`src/rtl/fisr_pkg.sv`:
```
package fisr_pkg;

    localparam int N_CH      = 8;
    localparam int N_FLT     = 5;
    localparam int STAT_W    = 32;
    localparam int SCD_LSB   = 24;
    localparam int CKAB_LSB  = 16;
    localparam int RBUSY_BIT = 14;
    localparam int JBUSY_BIT = 13;
    localparam int MID_W     = JBUSY_BIT - N_FLT;

    // interrupt sources, index = enable bit position
    typedef enum logic [2:0] {
        SRC_JEOC = 3'd0,
        SRC_REOC = 3'd1,
        SRC_JOVR = 3'd2,
        SRC_ROVR = 3'd3,
        SRC_AWD  = 3'd4,
        SRC_CKAB = 3'd5,
        SRC_SCD  = 3'd6
    } irq_src_e;

    localparam int N_SRC = int'(SRC_SCD) + 1;

    typedef struct packed {
        logic [N_CH-1:0]  scd;
        logic [N_CH-1:0]  ckab;
        logic             rsv_top;
        logic             rbusy;
        logic             jbusy;
        logic [MID_W-1:0] rsv_mid;
        logic [N_FLT-1:0] flt;
    } stat_word_t;

    localparam logic [STAT_W-1:0] STAT_RESET = 32'h00FF_0000;

    function automatic stat_word_t pack_status(
        input logic [N_CH-1:0]  scd,
        input logic [N_CH-1:0]  ckab,
        input logic             rbusy,
        input logic             jbusy,
        input logic [N_FLT-1:0] flt
    );
        stat_word_t w;
        w.scd     = scd;
        w.ckab    = ckab;
        w.rsv_top = 1'b0;
        w.rbusy   = rbusy;
        w.jbusy   = jbusy;
        w.rsv_mid = '0;
        w.flt     = flt;
        return w;
    endfunction

    function automatic logic [N_SRC-1:0] gather_sources(
        input logic [N_FLT-1:0] flt,
        input logic [N_CH-1:0]  ckab,
        input logic [N_CH-1:0]  scd
    );
        return {|scd, |ckab, flt};
    endfunction

endpackage

```
`src/rtl/fisr_sticky.sv`:
```
module fisr_sticky #(
    parameter int   W       = 1,
    parameter logic RST_VAL = 1'b0
) (
    input  logic         clk,
    input  logic         rst,
    input  logic [W-1:0] set_i,
    input  logic [W-1:0] clr_i,
    input  logic [W-1:0] frc_set_i,
    input  logic [W-1:0] frc_clr_i,
    output logic [W-1:0] flag_o
);

    logic [W-1:0] nxt;

    // priority per bit: forced low, forced high, event, clear, hold
    for (genvar i = 0; i < W; i++) begin : g_bit
        always_comb begin
            if (frc_clr_i[i])      nxt[i] = 1'b0;
            else if (frc_set_i[i]) nxt[i] = 1'b1;
            else if (set_i[i])     nxt[i] = 1'b1;
            else if (clr_i[i])     nxt[i] = 1'b0;
            else                   nxt[i] = flag_o[i];
        end
    end

    always_ff @(posedge clk) begin
        if (rst) flag_o <= {W{RST_VAL}};
        else     flag_o <= nxt;
    end

endmodule

```
`src/rtl/fisr_irq_or.sv`:
```
module fisr_irq_or #(
    parameter int N = 2
) (
    input  logic         clk,
    input  logic         rst,
    input  logic [N-1:0] src_i,
    input  logic [N-1:0] en_i,
    output logic         irq_o
);

    always_ff @(posedge clk) begin
        if (rst) irq_o <= 1'b0;
        else     irq_o <= |(src_i & en_i);
    end

endmodule

```
`src/rtl/fltr_irq_status.sv`:
```
module fltr_irq_status
    import fisr_pkg::*;
(
    input  logic              clk,
    input  logic              rst,
    input  logic [N_CH-1:0]   ch_enable,
    input  logic [N_CH-1:0]   ch_synced,
    input  logic [N_CH-1:0]   scd_evt,
    input  logic [N_CH-1:0]   ckab_evt,
    input  logic [N_FLT-1:0]  flt_evt,
    input  logic              reg_busy,
    input  logic              inj_busy,
    input  logic              clr_we,
    input  logic [STAT_W-1:0] clr_data,
    input  logic [N_SRC-1:0]  irq_en,
    output logic [STAT_W-1:0] status,
    output logic              irq
);

    logic [STAT_W-1:0] clr_mask;
    logic [N_CH-1:0]   scd_q, ckab_q, ckab_frc;
    logic [N_FLT-1:0]  flt_q;
    logic [N_SRC-1:0]  src;
    logic              unused_clr_bits;
    stat_word_t        word;

    assign clr_mask        = clr_we ? clr_data : '0;
    assign unused_clr_bits = ^clr_mask[CKAB_LSB-1:N_FLT];
    assign ckab_frc        = ~(ch_enable & ch_synced);

    fisr_sticky #(.W(N_CH), .RST_VAL(1'b0)) i_scd (
        .clk       (clk),
        .rst       (rst),
        .set_i     (scd_evt),
        .clr_i     (clr_mask[SCD_LSB +: N_CH]),
        .frc_set_i ('0),
        .frc_clr_i (~ch_enable),
        .flag_o    (scd_q)
    );

    fisr_sticky #(.W(N_CH), .RST_VAL(1'b1)) i_ckab (
        .clk       (clk),
        .rst       (rst),
        .set_i     (ckab_evt),
        .clr_i     (clr_mask[CKAB_LSB +: N_CH]),
        .frc_set_i (ckab_frc),
        .frc_clr_i ('0),
        .flag_o    (ckab_q)
    );

    fisr_sticky #(.W(N_FLT), .RST_VAL(1'b0)) i_flt (
        .clk       (clk),
        .rst       (rst),
        .set_i     (flt_evt),
        .clr_i     (clr_mask[N_FLT-1:0]),
        .frc_set_i ('0),
        .frc_clr_i ('0),
        .flag_o    (flt_q)
    );

    assign src = gather_sources(flt_q, ckab_q, scd_q);

    fisr_irq_or #(.N(N_SRC)) i_irq (
        .clk   (clk),
        .rst   (rst),
        .src_i (src),
        .en_i  (irq_en),
        .irq_o (irq)
    );

    assign word   = pack_status(scd_q, ckab_q, reg_busy, inj_busy, flt_q);
    assign status = word;

endmodule

```
`config.mk`:
```
export PLATFORM = sky130hd
export DESIGN_NAME = fltr_irq_status
export DESIGN_NICKNAME = d
export VERILOG_FILES = /design/src/rtl/fisr_pkg.sv /design/src/rtl/fisr_sticky.sv /design/src/rtl/fisr_irq_or.sv /design/src/rtl/fltr_irq_status.sv
export SDC_FILE = /design/constraint.sdc
export NUM_CORES = 1
export LEC_CHECK = 0
export BUFFER_PORTS_ARGS = -buffer_cell sky130_fd_sc_hd__buf_4
export CORE_ASPECT_RATIO = 0.5
export CORE_UTILIZATION = 39
export DETAILED_ROUTE_END_ITERATION = 6
export PLACE_DENSITY = 0.83
export SYNTH_ARGS = -nofsm -noshare
export SYNTH_HDL_FRONTEND = slang
export SYNTH_HIERARCHICAL = 1
export SYNTH_SLANG_ARGS = --single-unit
```
`constraint.sdc`:
```
create_clock -name clk -period 2.7 [get_ports clk]
set_input_delay 0.54 -clock clk [delete_from_list [all_inputs] [get_ports clk]]
set_output_delay 0.54 -clock clk [all_outputs]
set_load 0.005 [all_outputs]
```
* Yosys cells after proc, flatten, opt, wreduce, memory -nomap -nowiden
Cells that the tools add are included.
Operators by class: multiplexer cells 27, bitwise operators 4, reductions and logical operators 32
Operator list (count):
- 32-bit 2-to-1 mux | 1
- 1-bit 2-to-1 mux | 26
- 2-bit nonzero test | 13
- 3-bit OR reduction | 8
- 8-bit NOT | 2
- 2-bit OR reduction | 8
- 8-bit OR reduction | 2
- 8-bit AND | 1
- 7-bit AND | 1
- 7-bit OR reduction | 1
Storage, ports and cells: bits in registers 22, input port bits 81, output and inout bits 33, logic and storage cells 85

* Logic depth before layout (Yosys ltp)
word-level depth 3, mapped depth 5, mapped depth without buffers 4

* Hierarchy
Netlist, hierarchy kept.
By module, submodules not included:
- fisr_sticky (i_scd) | instances 1, cells each 33, area each 411.6 um2, sequential area each 160.2 um2
- fisr_sticky (i_ckab) | instances 1, cells each 32, area each 350.3 um2, sequential area each 160.2 um2
- fltr_irq_status | instances 1, cells each 57, area each 320.3 um2, sequential area each 0.0 um2
- fisr_sticky (i_flt) | instances 1, cells each 20, area each 217.7 um2, sequential area each 100.1 um2
- fisr_irq_or | instances 1, cells each 5, area each 51.3 um2, sequential area each 20.0 um2

* Worst setup path before layout
Ideal clock, no wire load.
kind input-to-reg, start point in clr_we, end point reg i_ckab.flag_o[4], setup time 119 ps, arrival time 1081 ps, data required time 2581 ps, slack 1500 ps, stages 5, path buffers 1, cell sequence clkbuf_2 > and2_1 > inv_1 > a211oi_2 > o21bai_1
On the way: word-level cells in the longest chain between the ends 1
Ends and longest elaborated chain:
- start, declared | line fltr_irq_status.sv:13 | input logic clr_we,
- 32-bit 2-to-1 mux | line fltr_irq_status.sv:27 | assign clr_mask = clr_we ? clr_data : '0;
- net clr_mask[20] | line fltr_irq_status.sv:20 | logic [STAT_W-1:0] clr_mask;
- end signal, assigned | line fisr_sticky.sv:28 | if (rst) flag_o <= {W{RST_VAL}};
- end signal, assigned | line fisr_sticky.sv:29 | else flag_o <= nxt;
- end, declared | line fisr_sticky.sv:11 | output logic [W-1:0] flag_o
The timed path passes the listed nets, and every way through them passes these cells. A chain may end at the register's enable or synchronous reset.

* Worst setup path in the final report
start point reg i_flt.flag_o[1], end point out status[1]
RTL lines:
- start, declared | line fisr_sticky.sv:11
- start signal, assigned | line fisr_sticky.sv:28
- start signal, assigned | line fisr_sticky.sv:29
- end, declared | line fltr_irq_status.sv:16 | output logic [STAT_W-1:0] status,
No word-level cell between the ends.

==> flow_summary_export.csv <==
group,metric,value,unit
synth,syn_area_per_cell,9.19,um^2
cells_and_area,regArea,440,um^2
timing,fin_skew,0.00189,ns
clock_network,clk_latency,0.26,ns
worst_setup_path,cp_max_fo,3,
synth,netlist_area,1350,um^2
power,netSwitchingFraction,24.8,%
power,seqPwrFrac,48.1,%
drt,wire_per_inst,11.2,um
place,gp_congestion,0.743,
clock_network,clock-sinks,22,
timing,final_hold_viol_count,0,
die,coreArea,3150,um^2
power,power.net_switching,0.188,mW
timing,fin_hold_ws,0.515,ns
global_routing,grt_pass1_vias,1275,
power,ir_drop,0.168,mV
synth,synthDistinctLibCells,18,
synth,ys_seq_area_share,32.6,%
worst_setup_path,crit_type,"flip-flop to primary output",
global_routing,grt.overflow.total,0,
worst_setup_path,required,2.16,ns
synth,synth.top_cell.area_share,32.6,%
global_routing,grt_max_degree,23,
cells_and_area,diodes,0,
clock_network,ctsResizeCount,0,
synth,synth-seq-cells,22,
worst_setup_path,cp.arrival,0.82,ns
flow_run,drv_cap,0,
place,io_buffers,89,
global_routing,grt_first_pass_wirelength,5510,um
clock_network,cts_made_buffers,3,
die,die_x,85.2,um
power,p_comb_share,25.9,%
power,powerDensity,356,nW/um^2
cells_and_area,final_cell_count_no_fill,299,
cells_and_area,fill_cells,264,
worst_setup_path,path_cells,"buf_4",
die,ios,114,
timing,setup_slack,1.34,ns
die,start_util,42.9,%
drt,drt_iter0_drc,25,
clock_network,postCtsHoldBufs,0,
timing,finalSetupViolCount,0,
die,rows,14,
drt,viasPerCell,4.37,
synth,synth.largest_area_cell,"dfxtp_1",
timing,fmax,735,MHz
timing,final.setup.tns,0,ns
power,power.leakage,1.05,nW
timing,slew_viol_final,0,
timing,rsz0062_at_grt,"no",
global_routing,grtUsageTotal,18.8,%
synth,synth_area_leaders,"dfxtp_1 33%, a211oi_2 15%, nand2b_4 12%, and2_1 9.7%, buf_4 6.1%",
cells_and_area,nNetsFinal,342,
worst_setup_path,worst_setup_path_end_kind,"primary output",
worst_setup_path,crit_path_start_kind,"flip-flop",
power,intPower,0.571,mW
clock_network,clk_pin_slew,0.07,ns
drt,dr.pass1.iters,4,
drt,remaining_drc_errors,0,
min_path,hold_path_class,"flip-flop to flip-flop",
place,dp_hpwl,2810,um
drt,wl,3350,um
worst_setup_path,crit_family,"flip-flops",
place,place_ws,1.33,ns
cells_and_area,multiInputGateArea,875,um^2
timing,fin_crit_sh,50.4,%
worst_setup_path,slowest_delay,0.42,ns
clock_network,postCtsSetupBuffers,0,
clock_network,cts_tree,"yes",
die,die_area,3720,um^2
worst_setup_path,crit_path_top_delay_cell,"dfxtp_1",
clock_network,root_buffer,"clkbuf_8",
place,placedCellCount,296,
cells_and_area,drive_gt1_share,46.3,%
synth,synth_cells,147,
clock_network,clockBufferDepth,2,
power,finalPower,0.760,mW
synth,ys_warn_count,6,
clock_network,htreeDepth,1,
worst_setup_path,crit_buf_inv,1,
drt,vias,1306,
outcome,outcome,"complete, no violations",
global_routing,antenna_found_initial,0,
timing,min_period,1.36,ns
cells_and_area,area_delta_synth_final,58.0,%
die,dieHeight,43.6,um
drt,drtAntennaViolNets,0,
power,p_clk_share,25.9,%
worst reg2reg max path: stages, from the launching register on:
cell and delay (ns):
dfxtp_1 0.34, nor4_1 0.30, nand2_1 0.10, a222oi_1 0.31, a31oi_1 0.12
layout by cell type, fill, tap and decap left out, types with 4 or more instances in the layout:
master     n
nor2_1    13
a211oi_1   5
inv_1     16
nor4_1     4
nand2_1   10
dfxtp_1   22
nand2b_4  12
a211oi_2  16
conb_1    35
o21bai_1   8
and2_1    21
buf_4     89
flip-flops by register name, summed over array words and instances, names as in the netlist:
signal         flops
i_ckab/flag_o      8
i_irq/irq_o        1
i_flt/flag_o       5
i_scd/flag_o       8
through the flow:
stage / utilization, % / area (um^2)
after floorplan: - / 1480
after global placement: 66.4 / 2090
after detailed placement: 66.4 / 2090
after CTS: 67.7 / 2130
after global routing: 67.7 / 2130
final: 67.7 / 2130
layer usage:
metal  vias up  GRT usage (%)  wire length [um]
met4         0           3.05                22
li1        673              -                 -
met1       593           21.9              1380
met3         2           4.57               170
met5         -              0                 0
met2        38           36.6              1780
cell families after synthesis:
kind of cell           after synthesis  synth area share (%)
and+or+nand+nor                     61                  30.6
DFF                                 22                  32.6
buffers and inverters               30                  12.1
AOI/OAI and AO/OA                   33                  24.4
other                                1                 0.278
Yosys cell counts, drive strengths merged:
cell type / instances
dfxtp: 22
a211oi: 21
conb: 1
nor2: 13
buf: 12
and2: 21
inv: 16
o21bai: 8
a222oi: 1
nand2: 10
a31oi: 1
nor4: 4
nand2b: 13
a22oi: 2
clkbuf: 2
cell type report:
cell class / count / share of cell area, %
timing repair buffer: 89 / 31.3
tap: 40 / 2.34
sequential: 22 / 20.6
inverter: 16 / 2.81
clock buffer: 3 / 1.93
multi-input combinational: 129 / 41.0
power by group through the flow:
stage	combinational [mW]	clock, mW	sequential (mW)
after floorplan	0.0916	0	0.372
after global placement	0.193	0	0.372
after global routing	0.214	0.218	0.369
after detailed placement	0.198	0	0.373
final	0.197	0.197	0.366
after CTS	0.198	0.205	0.366
path summary, 6_finish.rpt:
kind	from	endpoint	slack, ns	cells after the start
setup reg to reg	i_ckab/flag_o[1]$_SDFFE_PP1P_	i_irq/irq_o$_SDFF_PP0_	1.41	4
hold / removal	i_scd/flag_o[3]$_SDFFE_PP0P_	i_scd/flag_o[3]$_SDFFE_PP0P_	0.51	2
setup / recovery	i_flt/flag_o[1]$_SDFFE_PP0P_	status[1]	1.34	1
hold reg to reg	i_scd/flag_o[3]$_SDFFE_PP0P_	i_scd/flag_o[3]$_SDFFE_PP0P_	0.51	2
Note: power is estimated with default switching activity, not from simulation.
